### src/rtl/adcmd_pkg.sv
`timescale 1ns/1ps
package adcmd_pkg;

    localparam int CMD_W   = 16;
    localparam int OP_W    = 5;
    localparam int ARG_W   = 11;
    localparam int CAUSE_W = 8;
    localparam int WIN_W   = 3;
    localparam int FILT_W  = 4;
    localparam int NUM_THR = 3;

    localparam int CAUSE_LATCH = 0;
    localparam int CAUSE_REQ   = 6;

    typedef enum logic [OP_W-1:0] {
        OP_GLOBAL_RESET = 5'h00,
        OP_WINDOW       = 5'h01,
        OP_RX_OFF       = 5'h03,
        OP_RX_ON        = 5'h04,
        OP_RX_RESET     = 5'h05,
        OP_TX_ON        = 5'h09,
        OP_TX_OFF       = 5'h0A,
        OP_TX_RESET     = 5'h0B,
        OP_REQ_INT      = 5'h0C,
        OP_ACK          = 5'h0D,
        OP_INT_MASK     = 5'h0E,
        OP_VIS_MASK     = 5'h0F,
        OP_FILTER       = 5'h10,
        OP_THR_RXEARLY  = 5'h11,
        OP_THR_TXAVAIL  = 5'h12,
        OP_THR_TXSTART  = 5'h13
    } opcode_e;

    typedef struct packed {
        logic               global_rst;
        logic               long_wait;
        logic               win_ld;
        logic               rx_off;
        logic               rx_on;
        logic               tx_off;
        logic               tx_on;
        logic               req_int;
        logic               ack;
        logic               imask_ld;
        logic               vmask_ld;
        logic               filt_ld;
        logic [NUM_THR-1:0] thr_ld;
    } cmd_act_t;

    function automatic logic [OP_W-1:0] opcode_of(input logic [CMD_W-1:0] w);
        return w[CMD_W-1 -: OP_W];
    endfunction

    function automatic logic [ARG_W-1:0] arg_of(input logic [CMD_W-1:0] w);
        return w[ARG_W-1:0];
    endfunction

endpackage

### src/rtl/adcmd_decode.sv
`timescale 1ns/1ps
module adcmd_decode
    import adcmd_pkg::*;
(
    input  logic            accept,
    input  logic [OP_W-1:0] opcode,
    output cmd_act_t        act
);

    always_comb begin
        act = '0;
        if (accept) begin
            case (opcode)
                OP_GLOBAL_RESET: begin
                    act.global_rst = 1'b1;
                    act.long_wait  = 1'b1;
                end
                OP_WINDOW:      act.win_ld = 1'b1;
                OP_RX_OFF:      act.rx_off = 1'b1;
                OP_RX_ON:       act.rx_on  = 1'b1;
                OP_RX_RESET: begin
                    act.rx_off    = 1'b1;
                    act.long_wait = 1'b1;
                end
                OP_TX_ON:       act.tx_on  = 1'b1;
                OP_TX_OFF:      act.tx_off = 1'b1;
                OP_TX_RESET: begin
                    act.tx_off    = 1'b1;
                    act.long_wait = 1'b1;
                end
                OP_REQ_INT:     act.req_int  = 1'b1;
                OP_ACK:         act.ack      = 1'b1;
                OP_INT_MASK:    act.imask_ld = 1'b1;
                OP_VIS_MASK:    act.vmask_ld = 1'b1;
                OP_FILTER:      act.filt_ld  = 1'b1;
                OP_THR_RXEARLY: act.thr_ld   = 3'b001;
                OP_THR_TXAVAIL: act.thr_ld   = 3'b010;
                OP_THR_TXSTART: act.thr_ld   = 3'b100;
                default: ;
            endcase
        end
    end

endmodule

### src/rtl/adcmd_busy_timer.sv
`timescale 1ns/1ps
module adcmd_busy_timer #(
    parameter int RESET_WAIT = 64
) (
    input  logic clk,
    input  logic rst,
    input  logic start,
    input  logic long_wait,
    output logic busy
);

    localparam int CW = $clog2(RESET_WAIT + 1);

    logic [CW-1:0] cnt_q;

    always_ff @(posedge clk) begin
        if (rst) begin
            cnt_q <= '0;
        end else if (start) begin
            cnt_q <= long_wait ? CW'(RESET_WAIT) : CW'(1);
        end else if (cnt_q != '0) begin
            cnt_q <= cnt_q - 1'b1;
        end
    end

    assign busy = |cnt_q;

endmodule

### src/rtl/adcmd_cause_bank.sv
`timescale 1ns/1ps
module adcmd_cause_bank
    import adcmd_pkg::*;
(
    input  logic               clk,
    input  logic               rst,
    input  logic               clear_all,
    input  logic [CAUSE_W-1:0] hw_set,
    input  logic               req_int,
    input  logic [CAUSE_W-1:0] ack_clr,
    input  logic [CAUSE_W-1:0] int_mask,
    output logic [CAUSE_W-1:0] cause_q,
    output logic               irq
);

    localparam logic [CAUSE_W-1:0] HW_MASK = ~(CAUSE_W'(1) << CAUSE_LATCH);

    logic [CAUSE_W-1:0] set_vec;

    assign irq = |(cause_q & int_mask);

    always_comb begin
        set_vec              = hw_set & HW_MASK;
        set_vec[CAUSE_REQ]   = set_vec[CAUSE_REQ] | req_int;
        set_vec[CAUSE_LATCH] = irq;
    end

    always_ff @(posedge clk) begin
        if (rst || clear_all) begin
            cause_q <= '0;
        end else begin
            cause_q <= (cause_q & ~ack_clr) | set_vec;
        end
    end

endmodule

### src/rtl/adapter_cmd_core.sv
`timescale 1ns/1ps
module adapter_cmd_core
    import adcmd_pkg::*;
#(
    parameter int RESET_WAIT = 64
) (
    input  logic               clk,
    input  logic               rst,
    input  logic               cmd_valid,
    input  logic [CMD_W-1:0]   cmd_word,
    input  logic [CAUSE_W-1:0] hw_event,
    output logic [CMD_W-1:0]   status_word,
    output logic               irq,
    output logic               rx_enable,
    output logic               tx_enable,
    output logic [FILT_W-1:0]  rx_filter,
    output logic [ARG_W-1:0]   rx_early_thresh,
    output logic [ARG_W-1:0]   tx_avail_thresh,
    output logic [ARG_W-1:0]   tx_start_thresh
);

    localparam logic [CAUSE_W-1:0] VMASK_RST = '1;
    localparam logic [CAUSE_W-1:0] IMASK_RST = '0;

    logic               busy;
    logic               accept;
    cmd_act_t           act;
    logic [ARG_W-1:0]   arg;
    logic [CAUSE_W-1:0] cause_q;
    logic [CAUSE_W-1:0] imask_q;
    logic [CAUSE_W-1:0] vmask_q;
    logic [WIN_W-1:0]   win_q;
    logic [FILT_W-1:0]  filt_q;
    logic               rx_q;
    logic               tx_q;
    logic [ARG_W-1:0]   thr_q [NUM_THR];

    assign accept = cmd_valid & ~busy;
    assign arg    = arg_of(cmd_word);

    adcmd_decode u_decode (
        .accept (accept),
        .opcode (opcode_of(cmd_word)),
        .act    (act)
    );

    adcmd_busy_timer #(.RESET_WAIT(RESET_WAIT)) u_busy (
        .clk       (clk),
        .rst       (rst),
        .start     (accept),
        .long_wait (act.long_wait),
        .busy      (busy)
    );

    adcmd_cause_bank u_causes (
        .clk       (clk),
        .rst       (rst),
        .clear_all (act.global_rst),
        .hw_set    (hw_event),
        .req_int   (act.req_int),
        .ack_clr   (act.ack ? arg[CAUSE_W-1:0] : '0),
        .int_mask  (imask_q),
        .cause_q   (cause_q),
        .irq       (irq)
    );

    always_ff @(posedge clk) begin
        if (rst || act.global_rst) begin
            win_q   <= '0;
            imask_q <= IMASK_RST;
            vmask_q <= VMASK_RST;
            filt_q  <= '0;
            rx_q    <= 1'b0;
            tx_q    <= 1'b0;
        end else begin
            if (act.win_ld)   win_q   <= arg[WIN_W-1:0];
            if (act.imask_ld) imask_q <= arg[CAUSE_W-1:0];
            if (act.vmask_ld) vmask_q <= arg[CAUSE_W-1:0];
            if (act.filt_ld)  filt_q  <= arg[FILT_W-1:0];
            if (act.rx_off)       rx_q <= 1'b0;
            else if (act.rx_on)   rx_q <= 1'b1;
            if (act.tx_off)       tx_q <= 1'b0;
            else if (act.tx_on)   tx_q <= 1'b1;
        end
    end

    for (genvar t = 0; t < NUM_THR; t++) begin : g_thr
        always_ff @(posedge clk) begin
            if (rst || act.global_rst) begin
                thr_q[t] <= '0;
            end else if (act.thr_ld[t]) begin
                thr_q[t] <= arg;
            end
        end
    end

    assign status_word     = {win_q, busy, 4'b0000, cause_q & vmask_q};
    assign rx_enable       = rx_q;
    assign tx_enable       = tx_q;
    assign rx_filter       = filt_q;
    assign rx_early_thresh = thr_q[0];
    assign tx_avail_thresh = thr_q[1];
    assign tx_start_thresh = thr_q[2];

endmodule

### config.mk
export PLATFORM = sky130hd
export DESIGN_NAME = adapter_cmd_core
export DESIGN_NICKNAME = d
export VERILOG_FILES = /design/src/rtl/adcmd_pkg.sv /design/src/rtl/adcmd_decode.sv /design/src/rtl/adcmd_busy_timer.sv /design/src/rtl/adcmd_cause_bank.sv /design/src/rtl/adapter_cmd_core.sv
export SDC_FILE = /design/constraint.sdc
export NUM_CORES = 1
export LEC_CHECK = 0
export BUFFER_PORTS_ARGS = -buffer_cell sky130_fd_sc_hd__buf_2
export CAP_MARGIN = 30
export CELL_PAD_IN_SITES_DETAIL_PLACEMENT = 1
export CELL_PAD_IN_SITES_GLOBAL_PLACEMENT = 2
export CORE_MARGIN = 3
export CORE_UTILIZATION = 33
export CTS_CLUSTER_DIAMETER = 150
export DETAILED_ROUTE_END_ITERATION = 8
export GPL_ROUTABILITY_DRIVEN = 0
export GPL_TIMING_DRIVEN = 0
export PLACE_DENSITY = 0.8
export SLEW_MARGIN = 20
export SYNTH_ARGS = -nofsm -noshare
export SYNTH_HDL_FRONTEND = slang
export SYNTH_SLANG_ARGS = --single-unit
export TNS_END_PERCENT = 10
### constraint.sdc
create_clock -name clk -period 2.5 [get_ports clk]
set_input_delay 0.375 -clock clk [delete_from_list [all_inputs] [get_ports clk]]
set_output_delay 0.375 -clock clk [all_outputs]
set_load 0.005 [all_outputs]
==> results by group, run 1 <==
STA
  – Final critical-path share of the clock period: 0.8876
  – Max frequency: 450.7 MHz
  – RSZ-0062 raised after global routing: false
  – Setup WS post-layout: 0.2811 ns
  – Final hold viol count: 0
  – Final setup fails: 0
  – Max-slew violation count: 0
  – Final Skew: 0.007326 ns
  – Worst-margin pin slew: 0.8153 ns
  – Setup TNS: 0 ns
  – Crit path time final: 2.219 ns
  – Worst slew margin: 0.4523

Worst setup path
  – Slowest CP cell: dfxtp_1
  – Register-to-Register Path Depth: 7
  – R2R Path Start: u_busy.cnt_q[0]
  – Reg2Reg Capture Point: thr_q[0][5]
  – Crit path required time: 2.52 ns
  – CP Buf/Inv Count: 2
  – Critical Path Fanout Max: 11
  – Crit path kind: flip-flop to flip-flop
  – Crit-path cells: inv_1 > ha_1 > nor3b_4 > buf_4 > and3_1 > nand2_1 > nand2_2
  – Max incr delay on CP: 0.35 ns
  – Nature of the critical path startpoint: flip-flop
  – R2r setup slk: 0.28 ns
  – Endpoint class of the critical path: flip-flop
  – Top Family by Delay on Critical Path: simple AND/OR/NAND/NOR gates
  – Critical Path AT: 2.24 ns

Logic synthesis
  – Area leader, netlist: edfxtp_1
  – Yosys warnings: 0
  – Synthesized flop and latch total: 73
  – Synthesized area: 3154 µm²
  – Syn Area/Cell: 11.31 µm²
  – Sequential-to-total area share from yosys stat: 0.5680
  – Post-synthesis cell count: 279
  – Asr flop ratio synth: 0
  – Synth top area cells: edfxtp_1, dfxtp_1, mux2i_1
  – Synth top area share: 0.3142
  – Post-synth EDFFs: 33
  – Distinct cells, synth: 52
  – Top FF cell, synth: dfxtp_1

Global routing
  – First-pass GRT wire length: 12550 µm
  – Total track usage: 0.1441
  – Initial antenna violation count: 0
  – GRT overflow: 0
  – Vias in the first global route: 2427
  – Largest net degree at the start of global routing: 16

Layout
  – Synthesis-to-finish area growth: 24.47%
  – Final net count: 398
  – N_diodes: 0
  – Share of post-route cells with drive strength above 1: 0.3173
  – Non-filler instance count after layout: 504
  – Commonest cells after routing, fill and taps aside: buf_2, dfxtp_1, and2_1, edfxtp_1, nor2_1
  – Commonest non-fill, non-tap cell in the layout: buf_2

Detailed routing
  – Drt first pass iters: 4
  – Routed WL: 7766 µm
  – Vias: 2393
  – WL/cell: 15.41 µm
  – Post-DRT Antenna Nets: 0
  – Remaining DRCs: 0
  – DR iter-0 viols: 64
  – Post-DR vias/cell: 4.748

Clocking
  – Clock root buffer: clkbuf_8
  – CTS buffer count: 9
  – TritonCTS clock tree: built
  – Hold buffer count at CTS: 0
  – Clock latency on the worst-skew pair: 0.34 ns
  – Clock sink count: 73
  – Register clock-pin slew on the reported worst setup and hold paths: 0.10 ns
  – H-tree depth: 3
  – Clock Tree Buf Depth: 2

Placement
  – DP HPWL: 5917 µm
  – I/O Buffers: 75
  – # placed instances: 486
  – Pre-CTS setup slack: -0.1103 ns

Hold path
  – Worst min-delay path startpoint: hw_event[4]
  – Hold Path Class: input port to flip-flop
  – Hold EP: u_causes.cause_q[4]
  – Worst hold path depth: 2

Power and ir drop
  – PD cells: 730.6 nW/µm²
  – Tot Pwr: 2.868 mW
  – Switching power total: 0.8972 mW
  – Clock Power Share: 0.310
  – Lkg Pwr: 1.776 nW
  – Switching part of the total: 0.3128
  – Worst vdd ir: 0.2395 mV
  – P_int: 1.971 mW
  – Logic gate share of total power: 0.209
  – Flop pwr share: 0.481

Status
  – Status: completed

Die
  – # rows: 35
  – Horiz. Die Dim: 103.8 µm
  – Initial Util: 0.3398
  – Core Region: 9284 µm²
  – Die Y: 103.8 µm
  – Die Area: 10770 µm²
  – IO Pins: 83

Flow run
  – MaxCap Viol Count: 0
metrics by stage:
step / hold slack [ns] / util / instance area (µm²)
after floorplan: 0.4349 / - / 3166
after global placement: 0.4410 / 0.3988 / 3702
after detailed placement: 0.4469 / 0.3988 / 3702
after CTS: 0.2302 / 0.4197 / 3896
after global routing: 0.2333 / 0.4229 / 3926
final: 0.2406 / 0.4229 / 3926
logic make-up (layout without fill, tap and decap cells):
| family | count (synthesis) | count (layout) | share of synthesized area |
|---|---|---|---|
| fa+ha+maj | 1 | 1 | 0.003966 |
| flops | 73 | 73 | 0.5680 |
| xor+xnor | 3 | 3 | 0.008332 |
| simple gates | 121 | 121 | 0.2229 |
| other cells | 1 | 4 | 0.001189 |
| buf+inv | 19 | 112 | 0.03649 |
| mux | 21 | 21 | 0.06664 |
| compound gates | 40 | 40 | 0.09243 |
cells in the mapped netlist, types with 6 or more instances:
master	instances
o21a_1	7
and2_1	33
edfxtp_1	33
a21oi_1	10
a21boi_0	7
nand2_1	18
mux2i_1	21
dfxtp_1	40
buf_4	9
nor2_1	30
nand4_1	6
registers in the layout, summed over array words and instances (netlist names):
name              cells
imask_q               8
rx_enable             1
rx_filter             4
thr_q                33
tx_enable             1
u_busy.cnt_q          7
u_causes.cause_q      8
vmask_q               8
win_q                 3
final cells by class:
class | instances | area (µm²)
Buffer | 16 | 103.9
Clock buffer | 9 | 123.9
Clock inverter | 7 | 62.56
Fill cell | 1063 | 5358
Inverter | 3 | 11.26
Multi-Input combinational cell | 190 | 1281
Sequential cell | 73 | 1792
Tap cell | 129 | 161.4
Timing Repair Buffer | 77 | 390.4
worst max path at each step:
stage | from | to | slack, ns | cells after the start
2_1_floorplan | u_busy.cnt_q[0] | thr_q[2][0] | 0.37 | 8
3_5_place_dp | u_busy.cnt_q[0] | thr_q[2][1] | -0.11 | 8
4_1_cts | u_busy.cnt_q[0] | thr_q[2][5] | 0.04 | 8
5_1_grt | u_busy.cnt_q[0] | thr_q[0][5] | 0.10 | 7
6_report | u_busy.cnt_q[0] | thr_q[0][5] | 0.28 | 7
3_3_place_gp | u_busy.cnt_q[0] | thr_q[1][7] | -0.05 | 8
power groups by stage:
stage	clock network (mW)	logic, mW	registers (mW)
final	0.888	0.599	1.38
after global routing	0.967	0.661	1.39
after CTS	0.903	0.556	1.38
after detailed placement	0	0.553	1.41
after global placement	0	0.536	1.40
after floorplan	0	0.378	1.39
routing by layer:
layer	wire length, µm	vias up	GRT usage
met4	88	0	0.04843
met5	0	-	0
met1	3595	1142	0.1888
li1	-	1172	-
met2	3710	71	0.2397
met3	372	8	0.02804
timing repair:
| action | CTS | global route |
|---|---|---|
| resized for setup | 3 | 2 |
| gates cloned | 0 | 0 |
| setup endpoints to repair | 33 | 33 |
| buffers inserted | 0 | 2 |
worst register-to-register path: stages (launching register included):
cell	delay (ns)
dfxtp_1	0.35
inv_1	0.06
ha_1	0.18
nor3b_4	0.30
buf_4	0.24
and3_1	0.29
nand2_1	0.19
nand2_2	0.29
No activity file was read; power rests on OpenSTA's default activity.
==> inputs of run 2 (changes only) <==
- BUFFER_PORTS_ARGS: -buffer_cell sky130_fd_sc_hd__buf_2 -> -buffer_cell sky130_fd_sc_hd__buf_4
==> run 2 against run 1 <==
Net effect:
- utilization up 2.6 points
- via count up 0.54%
- register-to-register slack about the same
- clock power up 31%
- setup slack better by 0.0072 ns
- hold slack worse by 0.0050 ns
- sequential share of layout area down 2.6 points
- count of clock-buffer cells in the layout unchanged
- first-iteration DRC count down 7.8%
- clock skew down 0.0025 ns
- design area up 6.2%
- die area unchanged
- critical endpoint is now thr_q[2][0]
==> results by group, run 2 (same netlist as run 1, synthesis figures left out) <==
Flow run
  – MaxCap Viol Count: 0 (unchanged)

STA
  – Hold slack: 0.2355 ns (-0.005003 ns)
  – Max frequency: 452.1 MHz (+0.33%)
  – Max-slew violation count: 0 (unchanged)
  – Crit path time final: 2.212 ns (-0.007229 ns)
  – Final critical-path share of the clock period: 0.8847 (-0.002892)
  – Setup TNS: 0 ns (unchanged)
  – Final setup fails: 0 (unchanged)
  – Worst slew margin: 0.4331 (-0.01921)
  – RSZ-0062 raised after global routing: false
  – Worst-margin pin slew: 0.8439 ns (+0.02859 ns)
  – Final hold viol count: 0 (unchanged)
  – Final Skew: 0.004853 ns (-0.002472 ns)

Layout
  – Max FFs per register: 33 (unchanged)
  – Reg area: 1792 µm² (unchanged)
  – N_diodes: 0 (unchanged)
  – Share of post-route cells with drive strength above 1: 0.3155 (-0.001825)
  – Non-filler instance count after layout: 503 (-0.20%)
  – Final net count: 397 (-0.25%)
  – Filler instances: 1050 (-1.2%)
  – Commonest non-fill, non-tap cell in the layout: buf_4
  – Biggest register: thr_q
  – Synthesis-to-finish area growth: 32.13%
  – Multi-input logic area: 1281 µm² (unchanged)
  – Commonest cells after routing, fill and taps aside: buf_4, dfxtp_1, and2_1, edfxtp_1, nor2_1

Die
  – Die Area: 10770 µm² (unchanged)
  – Core Region: 9284 µm² (unchanged)
  – IO Pins: 83 (unchanged)
  – # rows: 35 (unchanged)
  – Horiz. Die Dim: 103.8 µm (unchanged)
  – Initial Util: 0.3398 (unchanged)
  – Die Y: 103.8 µm (unchanged)

Worst setup path
  – R2R Path Start: u_busy.cnt_q[4]
  – Critical Path AT: 2.24 ns (about the same)
  – Critical path startpoint: u_busy.cnt_q[4]
  – R2r setup slk: 0.29 ns (about the same)
  – Critical Path Fanout Max: 11 (unchanged)
  – Endpoint class of the critical path: flip-flop
  – Register-to-Register Path Depth: 6 (-1)
  – Crit path capture: thr_q[2][0]
  – Reg2Reg Capture Point: thr_q[2][0]
  – Crit path kind: flip-flop to flip-flop
  – Nature of the critical path startpoint: flip-flop
  – Crit path required time: 2.52 ns (about the same)

Detailed routing
  – Vias: 2406 (+0.54%)
  – Post-DR vias/cell: 4.783 (+0.74%)
  – Routed WL: 7934 µm (+2.2%)
  – DR iter-0 viols: 59 (-7.8%)
  – Remaining DRCs: 0 (unchanged)
  – Drt first pass iters: 4 (unchanged)
  – WL/cell: 15.77 µm (+2.4%)
  – Post-DRT Antenna Nets: 0 (unchanged)

Global routing
  – First-pass GRT wire length: 13150 µm (+4.8%)
  – Vias in the first global route: 2533 (+4.4%)
  – Total track usage: 0.1521 (+0.008021)
  – GRT overflow: 0 (unchanged)
  – Initial antenna violation count: 0 (unchanged)
  – Largest net degree at the start of global routing: 15 (-1)

Placement
  – DP HPWL: 5983 µm (+1.1%)
  – # placed instances: 486 (unchanged)
  – I/O Buffers: 75 (unchanged)

Power and ir drop
  – PD cells: 758.6 nW/µm² (+3.8%)
  – Lkg Pwr: 1.846 nW (+4.0%)
  – Worst vdd ir: 0.3291 mV (+37%)

Clocking
  – CTS buffer count: 9 (unchanged)
  – Clock root buffer: clkbuf_8
  – Register clock-pin slew on the reported worst setup and hold paths: 0.08 ns (-0.02 ns)
  – Clock latency on the worst-skew pair: 0.34 ns (about the same)
  – H-tree depth: 3 (unchanged)
  – Clock sink count: 73 (unchanged)
  – Clock Tree Buf Depth: 2 (unchanged)
  – TritonCTS clock tree: built
  – Hold buffer count at CTS: 0 (unchanged)

Hold path
  – Hold Path Class: input port to flip-flop

Status
  – Status: completed
run 2: changes by cell type in the layout (fill, tap and decap cells not counted):
cell,change
clkinv_4,+1
buf_4,+74
bufinv_16,+3
clkinvlp_4,-2
inv_8,-2
buf_2,-75
run 2: final cells by class:
type                       instances  area share
buffer                            16     0.02492
sequential                        73      0.4299
inverter                           3    0.002702
clock inverter                     7     0.02972
timing repair buffer              76      0.1369
multi-input combinational        190      0.3074
tap                              129     0.03873
clock buffer                       9     0.02972
run 2: metrics by stage:
step | setup WS (ns) | instance area (µm²) | power (mW) | utilization
6_report | 0.2883 | 4168 | 3.162 | 0.4489
5_1_grt | 0.1052 | 4168 | 3.305 | 0.4489
4_1_cts | -0.1205 | 4138 | 3.153 | 0.4457
3_5_place_dp | -0.1134 | 3890 | 2.004 | 0.4190
3_3_place_gp | -0.04708 | 3890 | 1.974 | 0.4190
2_1_floorplan | 0.3677 | 3166 | 1.773 | -
run 2: worst max-delay path, stage by stage (launching register included):
cell	delay, ns
dfxtp_1	0.40
nor4b_2	0.49
and2_1	0.19
buf_4	0.16
a31oi_4	0.16
buf_4	0.25
nand2_2	0.23
run 2: where the power goes:
part | switching [mW] | internal [mW] | total [mW]
sequential | 0.0641 | 1.32 | 1.38
combinational | 0.329 | 0.295 | 0.623
clock | 0.484 | 0.672 | 1.16
run 2: worst min path at each step:
stage | from | endpoint | slack, ns | cells past startpoint
3_3_place_gp | win_q[2] | win_q[2] | 0.45 | 2
6_report | hw_event[3] | u_causes.cause_q[3] | 0.24 | 2
2_1_floorplan | vmask_q[0] | vmask_q[0] | 0.43 | 2
5_1_grt | hw_event[4] | u_causes.cause_q[4] | 0.22 | 2
4_1_cts | hw_event[3] | u_causes.cause_q[3] | 0.22 | 2
3_5_place_dp | win_q[0] | win_q[0] | 0.45 | 2
run 2: routing by layer:
metal	track usage	vias up	wire (µm)
met1	0.1968	1171	3682
met4	0.06173	0	100
met5	0	-	0
li1	-	1164	-
met3	0.03551	7	347
met2	0.2463	64	3803
run 2: repair_timing:
action / CTS / global route
endpoints found under the setup margin: 33 / 33
setup buffers: 0 / 1
cloned: 0 / 0
resized for setup: 0 / 5
==> inputs of run 3 (changes only) <==
- CORE_ASPECT_RATIO: unset -> 0.9
- CTS_CLUSTER_SIZE: unset -> 10
==> run 3 against run 2 <==
Net effect:
- clock skew increased by 0.0081 ns
- register-to-register slack worse by 0.12 ns
- power fell by 5.9%
- critical path depth increased by 2
- cell count fell by 1.4%
- highest routed layer unchanged
- clock power down 15%
- sequential power hardly changed
- sequential cell count is the same
- combinational power fell by 3%
- design area decreased by 1.3%
- setup slack lost 0.12 ns
==> results by group, run 3 (same netlist as run 1, synthesis figures left out) <==
Worst setup path
  – Crit-path cells: inv_1 > ha_1 > nor3b_4 > and2_1 > buf_4 > a31oi_2 > buf_4 > nand2_2
  – CP Buf/Inv Count: 3 (+1)
  – Nature of the critical path startpoint: flip-flop
  – Critical Path Fanout Max: 11 (unchanged)
  – Crit-path most repeated cell: buf_4
  – Max incr delay on CP: 0.41 ns (-0.08 ns)
  – Top Family by Delay on Critical Path: buffers and inverters
  – Endpoint class of the critical path: flip-flop
  – Crit path required time: 2.53 ns (about the same)
  – Slowest CP cell: a31oi_2
  – Critical Path AT: 2.37 ns (+0.13 ns)
  – Crit path kind: flip-flop to flip-flop

STA
  – Final setup fails: 0 (unchanged)
  – RSZ-0062 raised after global routing: false
  – Worst slew margin: 0.5272 (+0.09412)
  – Final Skew: 0.01295 ns (+0.008094 ns)
  – Max frequency: 428.2 MHz (-5.3%)
  – Setup TNS: 0 ns (unchanged)
  – Crit path time final: 2.335 ns (+0.1236 ns)
  – Max-slew violation count: 0 (unchanged)
  – Final critical-path share of the clock period: 0.9341 (+0.04945)
  – Final hold viol count: 0 (unchanged)
  – Worst-margin pin slew: 0.7038 ns (-0.1401 ns)

Detailed routing
  – Post-DRT Antenna Nets: 0 (unchanged)
  – Routed WL: 7713 µm (-2.8%)
  – Vias: 2348 (-2.4%)
  – Remaining DRCs: 0 (unchanged)
  – WL/cell: 15.55 µm (-1.4%)
  – Drt first pass iters: 4 (unchanged)
  – Post-DR vias/cell: 4.734 (-1.0%)
  – DR iter-0 viols: 101 (+71%)

Global routing
  – Initial antenna violation count: 0 (unchanged)
  – First-pass GRT wire length: 11850 µm (-9.9%)
  – Vias in the first global route: 2279 (-10%)
  – Largest net degree at the start of global routing: 14 (-1)
  – Total track usage: 0.1419 (-0.01019)
  – GRT overflow: 0 (unchanged)

Die
  – Core Region: 9208 µm² (-0.82%)
  – Die Area: 10770 µm² (about the same)
  – Horiz. Die Dim: 109.1 µm (+5.1%)
  – Initial Util: 0.3426 (+0.002816)
  – IO Pins: 83 (unchanged)
  – Die Y: 98.75 µm (-4.8%)
  – # rows: 33 (-5.7%)

Clocking
  – Clock sink count: 73 (unchanged)
  – Clock root buffer: clkbuf_8
  – Hold buffer count at CTS: 0 (unchanged)
  – Clock latency on the worst-skew pair: 0.33 ns (about the same)
  – CTS buffer count: 9 (unchanged)
  – TritonCTS clock tree: built
  – Clock Tree Buf Depth: 2 (unchanged)
  – H-tree depth: 3 (unchanged)
  – Register clock-pin slew on the reported worst setup and hold paths: 0.09 ns (about the same)

Power and ir drop
  – Switching power total: 0.8344 mW (-4.8%)
  – P_int: 2.141 mW (-6.3%)
  – Flop pwr share: 0.465 (+0.028)
  – Switching part of the total: 0.2804 (+0.003128)
  – Logic gate share of total power: 0.204 (+0.007)
  – PD cells: 723.2 nW/µm² (-4.7%)
  – Clock Power Share: 0.331 (-0.035)
  – Worst vdd ir: 0.3198 mV (-2.8%)
  – Lkg Pwr: 1.834 nW (-0.62%)

Layout
  – Synthesis-to-finish area growth: 30.42%
  – Multi-input logic area: 1272 µm² (-0.68%)
  – Reg area: 1792 µm² (unchanged)
  – Final Instance Area: 4114 µm² (-1.3%)
  – Filler instances: 1019 (-3.0%)
  – Commonest non-fill, non-tap cell in the layout: buf_4
  – Max FFs per register: 33 (unchanged)
  – Commonest cells after routing, fill and taps aside: buf_4, dfxtp_1, and2_1, edfxtp_1, nor2_1
  – N_diodes: 0 (unchanged)
  – Biggest register: thr_q
  – Final net count: 397 (unchanged)
  – Share of post-route cells with drive strength above 1: 0.3128 (-0.002674)

Placement
  – DP HPWL: 5881 µm (-1.7%)
  – Area after DPL: 3881 µm² (-0.23%)
  – I/O Buffers: 75 (unchanged)

Flow run
  – MaxCap Viol Count: 0 (unchanged)

Hold path
  – Hold Path Class: input port to flip-flop

Status
  – Status: completed
## run 3: cell count changes in the layout (fill, tap and decap cells not counted)
cell / previous run / this run
clkbuf_1: 4 / 5
clkinv_4: 1 / 0
bufinv_16: 3 / 1
a31oi_2: 0 / 1
a31oi_4: 1 / 0
inv_4: 0 / 1
clkbuf_16: 0 / 1
clkinvlp_4: 1 / 0
clkinv_2: 0 / 1
## run 3: path summary, 6_finish.rpt
| path | cells after the start | to | slack, ns | from |
|---|---|---|---|---|
| setup / recovery | 8 | thr_q[2][5] | 0.16 | u_busy.cnt_q[0] |
| setup reg to reg | 8 | thr_q[2][5] | 0.16 | u_busy.cnt_q[0] |
| hold / removal | 2 | u_causes.cause_q[4] | 0.24 | hw_event[4] |
| hold reg to reg | 2 | win_q[2] | 0.47 | win_q[2] |
## run 3: routing by layer
layer	share of wire	vias up	track usage
met5	0	-	0
met4	0.0079	0	0.04660
met3	0.061	4	0.03012
met2	0.43	63	0.2120
met1	0.50	1109	0.2044
li1	-	1172	-
## run 3: power groups by stage
| stage | registers, mW | logic [mW] | clock network [mW] |
|---|---|---|---|
| 4_1_cts | 1.38 | 0.586 | 0.995 |
| 3_5_place_dp | 1.41 | 0.584 | 0 |
| 3_3_place_gp | 1.40 | 0.573 | 0 |
| 2_1_floorplan | 1.39 | 0.378 | 0 |
| 5_1_grt | 1.39 | 0.676 | 1.04 |
| 6_report | 1.38 | 0.606 | 0.986 |
## run 3: stage by stage
step / setup WS, ns / cells / power, mW / hold slack [ns] / util
2_1_floorplan: 0.3677 / 282 / 1.773 / 0.4349 / -
4_1_cts: -0.08304 / 495 / 2.962 / 0.2297 / 0.4448
6_report: 0.1647 / 496 / 2.975 / 0.2410 / 0.4468
3_3_place_gp: -0.04089 / 479 / 1.977 / 0.4466 / 0.4215
3_5_place_dp: -0.06215 / 479 / 1.992 / 0.4483 / 0.4215
5_1_grt: 0.004548 / 496 / 3.112 / 0.2294 / 0.4468
## run 3: layout make-up
| class | count | area share |
|---|---|---|
| Sequential cell | 73 | 0.4355 |
| Clock buffer | 11 | 0.03710 |
| Inverter | 3 | 0.002737 |
| Timing Repair Buffer | 76 | 0.1387 |
| Buffer | 16 | 0.02524 |
| Clock inverter | 5 | 0.01429 |
| Multi-Input combinational cell | 190 | 0.3093 |
| Tap cell | 122 | 0.03710 |
## run 3: timing repair
| item | CTS | global route |
|---|---|---|
| endpoints found under the setup margin | 33 | 33 |
| hold endpoints to repair | 0 | 0 |
| gates resized for setup | 1 | 3 |
| setup buffers | 0 | 1 |
| cloned | 0 | 0 |
| pin swaps | 0 | 0 |
